$ cat src/rtl/alarm_irq_pkg.sv
// Shared constants for the alarm and interrupt combiner.
// Holds the register addresses, the status bit indices and the alarm field geometry.
package alarm_irq_pkg;
    localparam int DATA_W     = 32;
    localparam int ADDR_W     = 3;
    localparam int NUM_SRC    = 5;
    localparam int NUM_FIELDS = 5;

    localparam logic [ADDR_W-1:0] A_TIME_ALM = 3'd0;
    localparam logic [ADDR_W-1:0] A_DATE_ALM = 3'd1;
    localparam logic [ADDR_W-1:0] A_STATUS   = 3'd2;
    localparam logic [ADDR_W-1:0] A_ST_CLR   = 3'd3;
    localparam logic [ADDR_W-1:0] A_EN_SET   = 3'd4;
    localparam logic [ADDR_W-1:0] A_EN_CLR   = 3'd5;
    localparam logic [ADDR_W-1:0] A_MASK     = 3'd6;

    localparam int SRC_UPD  = 0;
    localparam int SRC_ALM  = 1;
    localparam int SRC_SEC  = 2;
    localparam int SRC_TIME = 3;
    localparam int SRC_DATE = 4;

    // Field geometry: 0 sec, 1 min, 2 hour (time word), 3 month, 4 day (date word)
    function automatic int fld_lo(input int i);
        case (i)
            0: return 0;   1: return 8;   2: return 16;
            3: return 16;  default: return 24;
        endcase
    endfunction

    function automatic int fld_w(input int i);
        case (i)
            0: return 7;   1: return 7;   2: return 6;
            3: return 5;   default: return 6;
        endcase
    endfunction

    function automatic int fld_en(input int i);
        case (i)
            0: return 7;   1: return 15;  2: return 23;
            3: return 23;  default: return 31;
        endcase
    endfunction

    function automatic bit fld_in_date(input int i);
        return (i >= 3);
    endfunction

    // Bits kept by each alarm register
    localparam logic [DATA_W-1:0] TIME_ALM_KEEP = 32'h00BF_FFFF;
    localparam logic [DATA_W-1:0] DATE_ALM_KEEP = 32'hBF9F_0000;
endpackage

$ cat src/rtl/alarm_match.sv
// Compares the alarm fields against the current time and date words.
// Assumes both sides use the same packed field layout. A field whose enable bit
// is clear always counts as equal. any_en tells whether at least one field is enabled.
module alarm_match
    import alarm_irq_pkg::*;
#(
    parameter int NF = NUM_FIELDS
) (
    input  logic [DATA_W-1:0] alm_time,
    input  logic [DATA_W-1:0] alm_date,
    input  logic [DATA_W-1:0] cur_time,
    input  logic [DATA_W-1:0] cur_date,
    output logic              match,
    output logic              any_en
);
    logic [NF-1:0] fld_ok;
    logic [NF-1:0] fld_on;

    for (genvar i = 0; i < NF; i++) begin : g_fld
        localparam int LO = fld_lo(i);
        localparam int W  = fld_w(i);
        localparam int EN = fld_en(i);
        logic [DATA_W-1:0] a_word;
        logic [DATA_W-1:0] c_word;
        // Select which word pair this field lives in
        assign a_word    = fld_in_date(i) ? alm_date : alm_time;
        assign c_word    = fld_in_date(i) ? cur_date : cur_time;
        assign fld_on[i] = a_word[EN];
        assign fld_ok[i] = !a_word[EN] || (a_word[LO +: W] == c_word[LO +: W]);
    end

    // Overall match needs every field to pass and at least one to be enabled
    always_comb begin
        any_en = |fld_on;
        match  = any_en && (&fld_ok);
    end
endmodule

$ cat src/rtl/alarm_trigger.sv
// Turns the level match into a one-shot hit on the second tick.
// Assumes sec_tick is a one-cycle pulse. The match is sampled only on ticks,
// so a hit needs a tick with a match that the previous tick did not see.
module alarm_trigger (
    input  logic clk,
    input  logic rst_n,
    input  logic sec_tick,
    input  logic match,
    input  logic any_en,
    output logic hit
);
    logic seen_q;

    // Remember the match result seen at the last tick
    always_ff @(posedge clk) begin
        if (!rst_n)        seen_q <= 1'b0;
        else if (sec_tick) seen_q <= match;
    end

    // A hit is a rising match observed on a tick
    always_comb hit = sec_tick && match && !seen_q;

    p_hit_needs_match_r4: assert property (@(posedge clk) disable iff (!rst_n)
        hit |-> (match && sec_tick));
    p_no_enable_no_hit_r5: assert property (@(posedge clk) disable iff (!rst_n)
        !any_en |-> !hit);
    p_single_hit_r6: assert property (@(posedge clk) disable iff (!rst_n)
        hit |=> !hit);
endmodule

$ cat src/rtl/irq_status.sv
// Status register with one set input per source and a write-one-to-clear vector.
// When a set and a clear hit the same bit in one cycle, the set wins.
module irq_status
    import alarm_irq_pkg::*;
#(
    parameter int N = NUM_SRC
) (
    input  logic         clk,
    input  logic         rst_n,
    input  logic [N-1:0] set_vec,
    input  logic [N-1:0] clr_vec,
    output logic [N-1:0] status
);
    logic [N-1:0] st_q;

    // Clear the written ones first, then apply the new events
    always_ff @(posedge clk) begin
        if (!rst_n) st_q <= '0;
        else        st_q <= (st_q & ~clr_vec) | set_vec;
    end

    assign status = st_q;

    p_set_lands_r9: assert property (@(posedge clk) disable iff (!rst_n)
        1'b1 |=> ((st_q & $past(set_vec)) == $past(set_vec)));
    p_unclr_kept_r8: assert property (@(posedge clk) disable iff (!rst_n)
        1'b1 |=> ((st_q & $past(st_q & ~clr_vec)) == $past(st_q & ~clr_vec)));
endmodule

$ cat src/rtl/irq_mask.sv
// Interrupt mask that changes only through set and clear strobes.
// If both strobes name the same bit in one cycle, the set wins.
module irq_mask
    import alarm_irq_pkg::*;
#(
    parameter int N = NUM_SRC
) (
    input  logic         clk,
    input  logic         rst_n,
    input  logic [N-1:0] set_vec,
    input  logic [N-1:0] clr_vec,
    output logic [N-1:0] mask
);
    logic [N-1:0] m_q;

    // Apply the clear strobe, then the set strobe
    always_ff @(posedge clk) begin
        if (!rst_n) m_q <= '0;
        else        m_q <= (m_q & ~clr_vec) | set_vec;
    end

    assign mask = m_q;

    p_mask_set_r10: assert property (@(posedge clk) disable iff (!rst_n)
        1'b1 |=> ((m_q & $past(set_vec)) == $past(set_vec)));
    p_mask_clr_r10: assert property (@(posedge clk) disable iff (!rst_n)
        1'b1 |=> ((m_q & $past(clr_vec & ~set_vec)) == '0));
endmodule

$ cat src/rtl/alarm_irq_ctrl.sv
// Top of the alarm and interrupt combiner. It holds the alarm registers, decodes
// the register port, gathers the event sources into status and drives the level
// interrupt. Assumes the event inputs and sec_tick are single-cycle pulses and
// that cur_time and cur_date are stable around the tick.
module alarm_irq_ctrl
    import alarm_irq_pkg::*;
(
    input  logic              clk,
    input  logic              rst_n,
    input  logic [DATA_W-1:0] cur_time,
    input  logic [DATA_W-1:0] cur_date,
    input  logic              sec_tick,
    input  logic              ev_upd_ack,
    input  logic              ev_time,
    input  logic              ev_date,
    input  logic              reg_wr,
    input  logic [ADDR_W-1:0] reg_addr,
    input  logic [DATA_W-1:0] reg_wdata,
    output logic [DATA_W-1:0] reg_rdata,
    output logic              alarm_flag,
    output logic [NUM_SRC-1:0] irq_mask,
    output logic              irq
);
    logic [DATA_W-1:0]  alm_time_q, alm_date_q;
    logic               match, any_en, hit;
    logic [NUM_SRC-1:0] st_set, st_clr, en_set, en_clr, status, mask;

    // Hold the alarm registers, keeping only the defined bits
    always_ff @(posedge clk) begin
        if (!rst_n) begin
            alm_time_q <= '0;
            alm_date_q <= '0;
        end else if (reg_wr) begin
            if (reg_addr == A_TIME_ALM) alm_time_q <= reg_wdata & TIME_ALM_KEEP;
            if (reg_addr == A_DATE_ALM) alm_date_q <= reg_wdata & DATE_ALM_KEEP;
        end
    end

    alarm_match u_match (
        .alm_time (alm_time_q),
        .alm_date (alm_date_q),
        .cur_time (cur_time),
        .cur_date (cur_date),
        .match    (match),
        .any_en   (any_en)
    );

    alarm_trigger u_trig (
        .clk      (clk),
        .rst_n    (rst_n),
        .sec_tick (sec_tick),
        .match    (match),
        .any_en   (any_en),
        .hit      (hit)
    );

    // Gather the sources and decode the write-one strobes
    always_comb begin
        st_set           = '0;
        st_set[SRC_UPD]  = ev_upd_ack;
        st_set[SRC_ALM]  = hit;
        st_set[SRC_SEC]  = sec_tick;
        st_set[SRC_TIME] = ev_time;
        st_set[SRC_DATE] = ev_date;
        st_clr = (reg_wr && reg_addr == A_ST_CLR) ? reg_wdata[NUM_SRC-1:0] : '0;
        en_set = (reg_wr && reg_addr == A_EN_SET) ? reg_wdata[NUM_SRC-1:0] : '0;
        en_clr = (reg_wr && reg_addr == A_EN_CLR) ? reg_wdata[NUM_SRC-1:0] : '0;
    end

    irq_status u_status (
        .clk     (clk),
        .rst_n   (rst_n),
        .set_vec (st_set),
        .clr_vec (st_clr),
        .status  (status)
    );

    irq_mask u_mask (
        .clk     (clk),
        .rst_n   (rst_n),
        .set_vec (en_set),
        .clr_vec (en_clr),
        .mask    (mask)
    );

    // Read mux over the word addresses
    always_comb begin
        case (reg_addr)
            A_TIME_ALM: reg_rdata = alm_time_q;
            A_DATE_ALM: reg_rdata = alm_date_q;
            A_STATUS:   reg_rdata = {{(DATA_W-NUM_SRC){1'b0}}, status};
            A_MASK:     reg_rdata = {{(DATA_W-NUM_SRC){1'b0}}, mask};
            default:    reg_rdata = '0;
        endcase
    end

    // Drive the flag, the mask view and the level interrupt
    always_comb begin
        alarm_flag = status[SRC_ALM];
        irq_mask   = mask;
        irq        = |(status & mask);
    end

    p_time_alm_clean_r2: assert property (@(posedge clk) disable iff (!rst_n)
        (alm_time_q & ~TIME_ALM_KEEP) == '0);
    p_date_alm_clean_r3: assert property (@(posedge clk) disable iff (!rst_n)
        (alm_date_q & ~DATE_ALM_KEEP) == '0);
    p_hit_raises_flag_r6: assert property (@(posedge clk) disable iff (!rst_n)
        hit |=> alarm_flag);
    p_irq_needs_mask_r11: assert property (@(posedge clk) disable iff (!rst_n)
        (irq_mask == '0) |-> !irq);
endmodule

$ cat config.mk
export PLATFORM = sky130hd
export DESIGN_NAME = alarm_irq_ctrl
export DESIGN_NICKNAME = d
export VERILOG_FILES = /design/src/rtl/alarm_irq_pkg.sv /design/src/rtl/alarm_match.sv /design/src/rtl/alarm_trigger.sv /design/src/rtl/irq_status.sv /design/src/rtl/irq_mask.sv /design/src/rtl/alarm_irq_ctrl.sv
export SDC_FILE = /design/constraint.sdc
export NUM_CORES = 1
export LEC_CHECK = 0
export ABC_AREA = 1
export CORE_ASPECT_RATIO = 0.75
export CORE_UTILIZATION = 41
export CTS_CLUSTER_SIZE = 20
export DETAILED_ROUTE_END_ITERATION = 8
export PLACE_DENSITY_LB_ADDON = 0.08
export SETUP_SLACK_MARGIN = 0.02
export SYNTH_ARGS = -nofsm -noshare
export SYNTH_HDL_FRONTEND = slang
export SYNTH_SLANG_ARGS = --single-unit
$ cat constraint.sdc
create_clock -name clk -period 1.82 [get_ports clk]
set_input_delay 0.455 -clock clk [delete_from_list [all_inputs] [get_ports clk]]
set_output_delay 0.455 -clock clk [all_outputs]
set_load 0.05 [all_outputs]
==> results, run 1 <==
- Compared with the post-synthesis result, the final layout area differs by 71.4%.
- STA classifies the critical path endpoint as an output pin.
- The switching power is 0.000657 W.
- The count of final max-slew check failures is 0.
- The fraction of the yosys area taken by sequential cells is 0.372.
- The post-layout total power is 0.00245 W.
- The floorplan has 24 rows.
- VDD sags by at most 0.425 mV.
- In the global route stage, overall resource usage came out at 0.231.
- The max capacitance violation total is 0.
- The number of antenna diodes in the final layout is 0.
- Clock-pin slew was measured on the worst setup and hold paths at 90 ps.
- Before CTS, the worst setup slack after placement is -491 ps.
- The share of power burned in the clock network is 0.329.
- The endpoint of the most critical register-to-register path is u_status.status[1].
- Setup slack on the worst reg-to-reg path comes out at 530 ps.
- The CTS tree is yes.
- After detailed routing, the total wire length is 7270 um.
- The clock period minus final worst setup slack is 1810 ps.
- The run finished with clean final reports.
- The latest clock arrival within the worst-skew pair is 300 ps.
- By startpoint and endpoint, the worst setup path is classified as in2out.
- The number of hold-repair buffers added at the cts stage is 0.
- The count of H-tree levels built during CTS is 2.
- The number of input and output port buffers inserted is 107.
- Setup repair after global routing could not meet its margin everywhere.
- The area fraction in compound gates after synthesis is 0.221.
- The number of routed nets with antenna violations is 0.
- The mux cell area share after synthesis is 0.
- In this run, synthesis produced a sequential element count of 47.
- The die area is 6480 um^2.
- The clock root buffer is clkbuf_8.
- The final layout contains 613 nets.
- The half-perimeter wire length after placement is 5540 um.
- The iteration count of the initial detailed-routing pass is 4.
- The floorplan die width is 92.6 um.
- The wire length of the first global-routing pass is 12,000 um.
- The share of synthesized area in the top cell type comes to 0.372.
- For this run the aggregate overflow at the end of global routing stands at 0.
- The clock passes through at most 2 buffers.
- At the end of routability-driven placement, the weighted congestion stood at 0.833.
- STA classifies the critical path startpoint as an input pin.
- Of the cells placed in the final design, the portion with a size suffix greater than 1 is 0.219.
- The routed layout has 2,799 vias.
- The largest clock skew in the final design is 9.30 ps.
- In this run, the number of DRC markers left after iteration 0 of detailed routing was 94.
- Of the total synthesized cell area, the portion taken by full adders, half adders and majority gates is 0.
- The pin count of the biggest net entering global routing is 47.
- The post-synth design cell area is 2530 um^2.
- Of the total synthesized cell area, the portion taken by XOR and XNOR cells is 0.0416.
- The number of unique standard cell types used by synthesis is 26.
- The final count of hold timing violations is 0.
- The number of remaining DRC errors is 0.
- The endpoint of the worst hold-timing path is u_trig.seen_q.
- The dominant cell type by area after synthesis is dfxtp_1.
- The core area is 5890 um^2.
- 145 I/O pins were placed.
- After detailed routing, the number of vias per cell comes to 4.78.
- Of the total power, the share spent switching nets is 0.268.
- The worst hold path begins at u_trig.seen_q.
- The average size of a mapped cell is 6.43 um^2.
- The via count of the first global-routing pass is 2,702.
- The number of cells on the worst reg-to-reg path is 10.
- The number of warnings reported in the yosys synthesis log is 0.
- Dividing the final minimum period by the clock period gives 0.994.
- The simple-gate portion of the synthesized area is 0.223.
- Buffers inserted during clock tree synthesis total 5.
- The final worst slack is 10.1 ps.
- Counting every sink on the clock net gives 47.
- The internal portion of the total power is 0.00179 W.
- The number of antenna violations at the first check in global routing came to 0.
- The worst path arrival time is 1350 ps.
- The synthesized netlist cell count is 393.
- The analysis attributes to cell leakage a power of 1.77 nW.
- The largest fanout on the critical path is 5.
- The die boundary height is 70.0 um.
- The highest clock rate is 0.553 GHz.
- By area the synthesized netlist is led by dfxtp_1, nand2_1, a21oi_1, inv_1, o21ai_0.
- In this run the power density over the cells is 565 nW/um^2.
- The initial utilization of the core area, before any placement, comes to 0.429.
- The required time of the critical path is 1360 ps.
- The worst hold-check path type is reg2reg.
- The worst hold path depth is 2.
- Of the total power, combinational logic draws 0.223.
- Setup violations remaining at the end of the flow were counted as 0.
- In this run the critical register-to-register path is launched from alm_date_q[17].
- The mean routed wirelength per cell is 12.4 um.
- Of the total power, registers draw 0.448.
- By area, the combinational part of the netlist is dominated by simple AND/OR/NAND/NOR gates.
## worst max path at each step
stage	startpoint	endpoint	slack [ps]
floorplan	reg_addr[1]	reg_rdata[1]	-230
global placement	reg_addr[0]	reg_rdata[1]	-510
global route	reg_addr[2]	reg_rdata[1]	-60
CTS	reg_addr[0]	reg_rdata[1]	-1
detailed placement	reg_addr[1]	reg_rdata[16]	-490
finish	reg_addr[0]	reg_rdata[1]	10
## power by group through the flow
stage | registers [W] | clock network (W) | logic, W
2_1_floorplan | 0.00113 | 0 | 0.000244
3_3_place_gp | 0.00112 | 0 | 0.000516
3_5_place_dp | 0.00112 | 0 | 0.000525
4_1_cts | 0.00110 | 0.000818 | 0.000543
5_1_grt | 0.00110 | 0.000867 | 0.000600
6_report | 0.00110 | 0.000805 | 0.000547
## per-stage QoR
stage	instance area, um^2	instances	utilization	setup TNS (ps)	hold slack, ps
after floorplan	2640	394	-	-1760	443
after detailed placement	4080	577	0.694	-13080	462
after global routing	4330	586	0.736	-198	503
after CTS	4300	586	0.730	-1.09	476
after global placement	4080	577	0.694	-11960	449
final	4330	586	0.736	0	475
## flip-flops by register name, indices dropped and copies added, names as in the netlist
| name | count |
|---|---|
| u_mask.mask | 5 |
| alm_date_q | 13 |
| alm_time_q | 23 |
| u_status.status | 5 |
| u_trig.seen_q | 1 |
## layout make-up
type / instances / area, um^2
clock buffers: 6 / 82.6
multi-input cells: 262 / 1410
fillers: 496 / 1560
repair buffers: 122 / 1500
flip-flops and latches: 47 / 941
clock inverters: 2 / 35.0
inverters: 69 / 267
well taps: 78 / 97.6
## critical path, stage by stage
cell,delay (ps)
buf_8,100
buf_6,120
nor3_4,130
buf_6,140
nand2_1,50
o211ai_1,140
clkbuf_16,220
## layout by cell type (no fill, tap or decap), types with 4 or more instances in the layout
master / n
nand2_1: 93
clkdlybuf4s50_1: 67
inv_1: 56
a21oi_1: 48
dfxtp_1: 47
o21ai_0: 40
buf_12: 28
nor2_2: 14
buf_4: 14
nor2_1: 12
inv_2: 11
buf_6: 11
nor2_4: 8
xnor2_1: 8
o21ai_1: 7
clkbuf_8: 6
o211ai_1: 5
o22ai_2: 4
xor2_1: 4
nand3_1: 4
## synth_stat cells
cell type,count
nor3_1,2
nand2_2,1
inv_1,59
nor2_2,3
nand2_1,95
and3_1,1
dfxtp_1,47
clkbuf_2,1
nand4_1,3
nor2_1,31
o21ai_1,7
o211ai_1,5
nand3_1,4
buf_6,2
o21ai_0,40
buf_4,3
a21oi_1,48
a221oi_1,1
o22ai_1,6
conb_1,1
xnor2_1,8
clkbuf_1,4
buf_2,6
nand3_2,1
inv_2,10
xor2_1,4
## what timing repair did
| item | in CTS | in global routing |
|---|---|---|
| cloned | 0 | 0 |
| endpoints found under the setup margin | 30 | 17 |
| pin swaps | 4 | 3 |
| buffers inserted | 1 | 0 |
| resized for setup | 39 | 9 |
## cells by family after synthesis
logic type      count (synthesis)
compound gates                107
xor+xnor                       12
buf+inv                        85
flops                          47
other cells                     1
simple gates                  141
## routing by layer
metal / wire length (um) / share of wire / track usage
met3: 505 / 0.069 / 0.0566
met2: 3340 / 0.46 / 0.387
met5: 0 / 0 / 0
met1: 3400 / 0.47 / 0.303
met4: 33 / 0.0045 / 0.0427
Power figures use the tool's default switching activity.
==> run 2, diff against run 1 <==
- REMOVE_ABC_BUFFERS: not set -> 1
==> run 2 against run 1 <==
  * The run now ends with setup timing left
  * Maximum frequency shrank 6.2%
  * Sequential power is essentially flat
  * Combinational power increased by 20%
  * Non-clock buffer count grew 20
  * Hold slack got worse by 1.1 ps
  * First-iteration DRC count increased by 36%
  * Utilization rose by 7.9 points
  * Via count increased by 8.3%
  * Critical path depth fell by 1
  * Wire length grew 23%
  * Worst setup slack got worse by 120 ps
  * Register-to-register slack got worse by 90 ps
  * Critical path type unchanged
  * Largest power group unchanged
==> results, run 2 (synthesis results as in run 1) <==
- For this design the ratio of total power to cell area is 504 nW/um^2.
- The post-layout total power is 0.00242 W.
- At the end of the flow, the number of nets in the layout was 633.
- The worst setup path is captured at an output pin.
- The placer's final routability congestion estimate is 0.852.
- In the global route stage, overall resource usage came out at 0.274.
- Setup violations remaining at the end of the flow were counted as 24.
- The cell count after placement is 577.
- The library cell used most frequently in the layout, excluding fill and tap cells, is nand2_1.
- For this configuration, the core starts out at a cell density of 0.429.
- The count of inserted antenna diode cells is 0.
- Pin placement for this block handled 145 I/O pins.
- The number of input and output port buffers inserted is 107.
- Across the VDD grid, the largest voltage drop is 0.292 mV.
- The first global-routing pass estimated 13,800 um of wire.
- The number of design-rule violations left by the first detailed-router iteration is 128.
- The count of final max-slew check failures is 0.
- The aggregate negative setup slack is -1340 ps.
- The clock transition at the register clock pins on the worst setup and hold paths after CTS is 90 ps.
- From bottom edge to top edge, the die measures 70.0 um.
- CTS saw 47 sinks.
- OpenSTA, run right after detailed placement, puts the worst setup slack at -548 ps.
- The smallest clock period supported by the final layout is computed as 1930 ps.
- Global routing finished with a remaining overflow of 0.
- The via count of the first global-routing pass was 3,013.
- The worst hold-check path type is reg2reg.
- The largest fanout on the critical path is 6.
- The half-perimeter wire length after placement is 5540 um.
- The tree is rooted in a clkbuf_8.
- The pin count of the biggest net entering global routing is 38.
- The number of buffers inserted during clock tree synthesis is 5.
- The number of filler instances in the final layout is 374.
- STA puts the critical path data arrival time at 1470 ps.
- The routed wire length is 8970 um.
- After detailed routing, the average wire length per cell comes to 14.8 um.
- The flip-flop count of the largest register, all copies and words added is 23.
- The latest clock arrival within the worst-skew pair is 310 ps.
- TritonCTS built the clock tree.
- The start-to-end type of the worst setup path is in2out.
- The area added between synthesis and finish is 89.8%.
- For the final database, setup skew stands at 4.91 ps.
- STA puts the critical path data required time at 1360 ps.
- After detailed routing, the number of vias per cell comes to 5.00.
- The core area is 5890 um^2.
- For this design the static power due to leakage is 1.95 nW.
- For this design, the CTS-stage hold fixing added 0 buffers.
- Once layout is complete, the utilization of the core stands at 0.815.
- The worst-case clock buffer depth is 2.
- For this run, design rule violations remaining after detail routing come to 0.
- Counting flops per register, the top entry is alm_time_q.
- The largest registers in the layout are alm_time_q: 23 flops, alm_date_q: 13 flops.
- After floorplanning, the core was divided into 24 placement rows.
- The count of vias placed by the detailed router is 3,031.
- The fraction of final layout cells with drive strength greater than 1 is 0.284.
- The die is 92.6 um wide.
- The finished layout holds 606 standard cells, fillers aside.
- The checks that failed: setup timing.
- The tool flagged a number of max-cap violations equal to 0.
- The number of antenna violations at the first check in global routing is 0.
- The iteration count of the initial detailed-routing pass is 4.
- Timing would allow up to 0.518 GHz.
- In this run the remaining antenna-violating nets after routing total 0.
- The final count of hold timing violations is 0.
- After layout, the worst setup slack is -109 ps.
- The floorplan step defined a die boundary enclosing 6480 um^2.
- The H-tree generated during clock tree synthesis spans 2 levels.
- The startpoint kind of the worst setup timing path is an input pin.
- The flow ran to the end, but the final reports show violations.
- The top cell types in the final layout, fill and taps aside, are nand2_1, clkdlybuf4s50_1, inv_1.
- Setup repair after global routing could not meet its margin everywhere.
- Dividing the final minimum period by the clock period gives 1.06.
run 2: area by class of cell:
type	instances	area [um^2]	share of cell area
inverter	69	270	0.0564
sequential	47	946	0.197
tap	78	97.6	0.0204
multi-input combinational	262	1550	0.323
clock buffer	5	68.8	0.0144
timing repair buffer	142	1850	0.385
clock inverter	3	18.8	0.00391
run 2: path summary, 6_finish.rpt:
check	startpoint	end	slack (ps)	depth (start not counted)
worst max-delay path	reg_addr[0]	reg_rdata[4]	-110	6
worst min-delay path	u_trig.seen_q	u_trig.seen_q	470	2
worst max register to register	alm_date_q[25]	u_status.status[1]	440	10
worst min register to register	u_trig.seen_q	u_trig.seen_q	470	2
run 2: timing repair:
| item | CTS | global route |
|---|---|---|
| gates resized for setup | 83 | 52 |
| setup buffers | 13 | 5 |
| cloned | 3 | 1 |
| endpoints found under the hold margin | 0 | 0 |
| pin swaps | 8 | 8 |
| endpoints found under the setup margin | 31 | 49 |
run 2: stage by stage:
| stage | cell area [um^2] | hold WS (ps) |
|---|---|---|
| after floorplan | 2430 | 443 |
| after global placement | 4040 | 450 |
| after detailed placement | 4040 | 462 |
| after CTS | 4610 | 478 |
| after global routing | 4790 | 490 |
| final | 4790 | 474 |
run 2: per-layer routing:
layer	routed length [um]	GRT usage	up-vias	part of all wire
met2	4260	0.465	141	0.48
met1	3630	0.329	1367	0.40
li1	-	-	1505	-
met4	172	0.116	0	0.019
met5	0	0	-	0
met3	905	0.0708	18	0.10
run 2: worst max-delay path, cell delays in order:
cell,delay (ps)
buf_8,110
nor2_4,140
nand2_4,120
buf_12,160
o211ai_1,270
clkbuf_16,230
run 2: report_power, final:
part	internal (W)	switching, W	leakage (nW)
logic	0.000337	0.000320	1.52
clock network	0.000271	0.000390	0.0483
registers	0.00107	0.0000280	0.384
==> run 3, diff against run 2 <==
- CORE_MARGIN: not set -> 10
- CORE_UTILIZATION: 41 -> 38
- clock period: 1.82 -> 2 ns (I/O delays scaled with it)
==> run 3 against run 2 <==
  * The run still ends with setup timing left
  * Hold slack improved by 6.8 ps
  * Non-clock buffer count fell by 11
  * Sequential cell count did not move
  * Via count fell by 5.0%
  * Clock skew barely moved
  * Sequential power fell by 9%
  * Die area rose by 60%
  * Sequential share of layout area rose by 1.7 points
  * Global-route usage fell by 12 points
  * Wire length fell by 4.0%
  * Clock-buffer cell count rose by 1
  * Cell area fell by 8.3%
  * Critical path type unchanged
  * Largest cell class unchanged
==> results, run 3 (synthesis results as in run 1) <==
- The number of buffers inserted during clock tree synthesis is 5.
- The final core area utilization is 0.689.
- The via count of the first global-routing pass is 2,816.
- The analysis attributes to cell leakage a power of 1.83 nW.
- The clock transition at the register clock pins on the worst setup and hold paths after CTS is 90 ps.
- The number of input and output port buffers inserted is 107.
- The count of inserted antenna diode cells is 0.
- The setup violation total in the final timing report is 3.
- The H-tree was split into 2 levels.
- For this run the aggregate overflow at the end of global routing stands at 0.
- Timing would allow up to 0.495 GHz.
- For this configuration, the core starts out at a cell density of 0.396.
- Along the worst path, the maximum fanout reaches 3.
- Of the total power, registers draw 0.444.
- The routed wire length is 8600 um.
- The detailed router placed 2,879 vias in this run.
- The max capacitance violation total is 0.
- The floorplan step defined a die boundary enclosing 10,300 um^2.
- In the final layout, the registers with the most flip-flops are alm_time_q: 23 flops, alm_date_q: 13 flops.
- The CTS tree is yes.
- The first routing iteration left 114 violations.
- STA classifies the critical path startpoint as an input pin.
- The worst hold-check path type is reg2reg.
- The largest clock skew in the final design is 5.04 ps.
- The count of final max-slew check failures came to 0.
- The clock sink total is 47.
- The area added between synthesis and finish is 74.0%.
- The cell sitting at the root of the clock tree is a clkbuf_8.
- The checks that failed: setup timing.
- The clock reaches the later pin of the worst-skew pair after 300 ps.
- The relative contribution of combinational cells to total power is 0.227.
- Before antenna repair, the detailed router went through 4 iterations.
- The worst path in the final design needs a cycle of 2020 ps, including I/O delays and setup.
- The number of remaining DRC errors is 0.
- The cell row count is 25.
- In the layout the commonest cells are nand2_1, clkdlybuf4s50_1, inv_1.
- The startpoint of the most critical hold path is alm_time_q[0].
- The die is 90.6 um tall.
- The register containing the most flip-flops in the final layout is alm_time_q.
- The pin count of the biggest net entering global routing is 29.
- The global routing met2 resource utilization is 0.250.
- Once routing completed, OpenROAD measured the worst setup slack at -19.4 ps.
- The proportion of total power due to net switching is 0.268.
- The fraction of final layout cells with drive strength greater than 1 is 0.211.
- In this run the horizontal extent of the chip is 114 um.
- Setup repair after global routing could not meet its margin everywhere.
- After clock tree synthesis, the flow added hold-fix buffers numbering 0.
- The flow ran to the end, but the final reports show violations.
- For met1 alone, demand over resource in global routing was 0.194.
- The library cell used most frequently in the layout, excluding fill and tap cells, is nand2_1.
- The congestion estimate from routability-driven global placement came to 0.800.
- In this run the power density over the cells is 510 nW/um^2.
- The worst path arrival time is 1520 ps.
- The core area is 6380 um^2.
- The share of total power dissipated in the clock network is 0.329.
- The global-route met3 utilization is 0.0644.
- Once detail routing completed, the nets flagged for antenna violations numbered 0.
- In the finished design, the share of the clock period the worst path needs comes to 1.01.
- In this run the worst setup path begins at reg_addr[1].
- The number of antenna violations at the first check in global routing is 0.
- The worst setup path is captured at an output pin.
- The switching power is 0.000601 W.
- The wire length of the first global-routing pass is 13,500 um.
- The internal power consumption is 0.00164 W.
- In the routed layout, each cell is associated on average with a via count of 4.81.
- met2 is the most crowded layer.
- The worst hold slack after final layout is 481 ps.
- By startpoint and endpoint, the worst setup path is classified as in2out.
- The worst voltage drop across the vdd grid is 0.336 mV.
- In the global route stage, overall resource usage came out at 0.158.
- The flip-flop count of the largest register, all copies and words added is 23.
- The required time of the critical path is 1500 ps.
- The final count of hold timing violations is 0.
- The I/O pin total is 145.
- The half-perimeter wire length after placement is 6740 um.
- After detailed routing, the average wire length per cell comes to 14.4 um.
- The final layout net count is 622.
- The worst-case clock buffer depth is 2.
- The startpoint of the worst-slack reg-to-reg timing path is alm_time_q[20].
-- run 3: cell types whose count changed in the layout (fill, tap and decap cells not counted), sizes merged --
cell and delta:
bufbuf -1, bufinv +1, clkbuf -3, buf -6, clkinv -1, clkinvlp -1
-- run 3: per-stage QoR --
step	TNS, ps	power, W	setup slack, ps	cells	instance area [um^2]
floorplan	-6710	0.00122	-350	378	2430
global placement	-10410	0.00148	-447	583	4070
detailed placement	-11430	0.00149	-509	583	4070
CTS	-47.4	0.00225	-27.4	597	4340
global route	-323	0.00236	-80.8	598	4400
finish	-25.4	0.00224	-19.4	598	4400
-- run 3: worst paths after layout --
path	slack, ps	cells past startpoint	endpoint
max	-20	9	reg_rdata[1]
min	480	2	alm_time_q[0]
max reg2reg	700	10	u_status.status[1]
min reg2reg	480	2	alm_time_q[0]
-- run 3: final cells by class --
class                   instances  area, um^2
clock inverters                 2        35.0
clock buffers                   6        82.6
repair buffers                131        1630
inverters                      69         264
flip-flops and latches         47         941
well taps                      81         101
multi-input cells             262        1340
fillers                       553        1990
-- run 3: what timing repair did --
action                                  CTS  global route
buffers inserted                          6             1
endpoints found under the setup margin   30            11
pin swaps                                 3             0
gates resized for setup                  42            13
-- run 3: layer usage --
layer | part of all wire | up-vias
met5 | 0 | -
met4 | 0.0084 | 0
met3 | 0.10 | 7
met2 | 0.45 | 94
met1 | 0.44 | 1291
li1 | - | 1487
-- run 3: worst max-delay path, cell delays in order --
cell       delay [ps]
buf_8              80
inv_4              30
buf_6             120
nor3_4            170
buf_6             140
buf_12            100
nand2_2            40
o211ai_1          130
clkbuf_16         220
-- run 3: power groups by stage --
| stage | Sequential (W) | Combinational, W | Clock, W |
|---|---|---|---|
| after detailed placement | 0.00102 | 0.000472 | 0 |
| after CTS | 0.000996 | 0.000501 | 0.000757 |
| final | 0.000997 | 0.000509 | 0.000738 |
| after global routing | 0.00100 | 0.000556 | 0.000798 |
| after floorplan | 0.00103 | 0.000192 | 0 |
| after global placement | 0.00102 | 0.000462 | 0 |
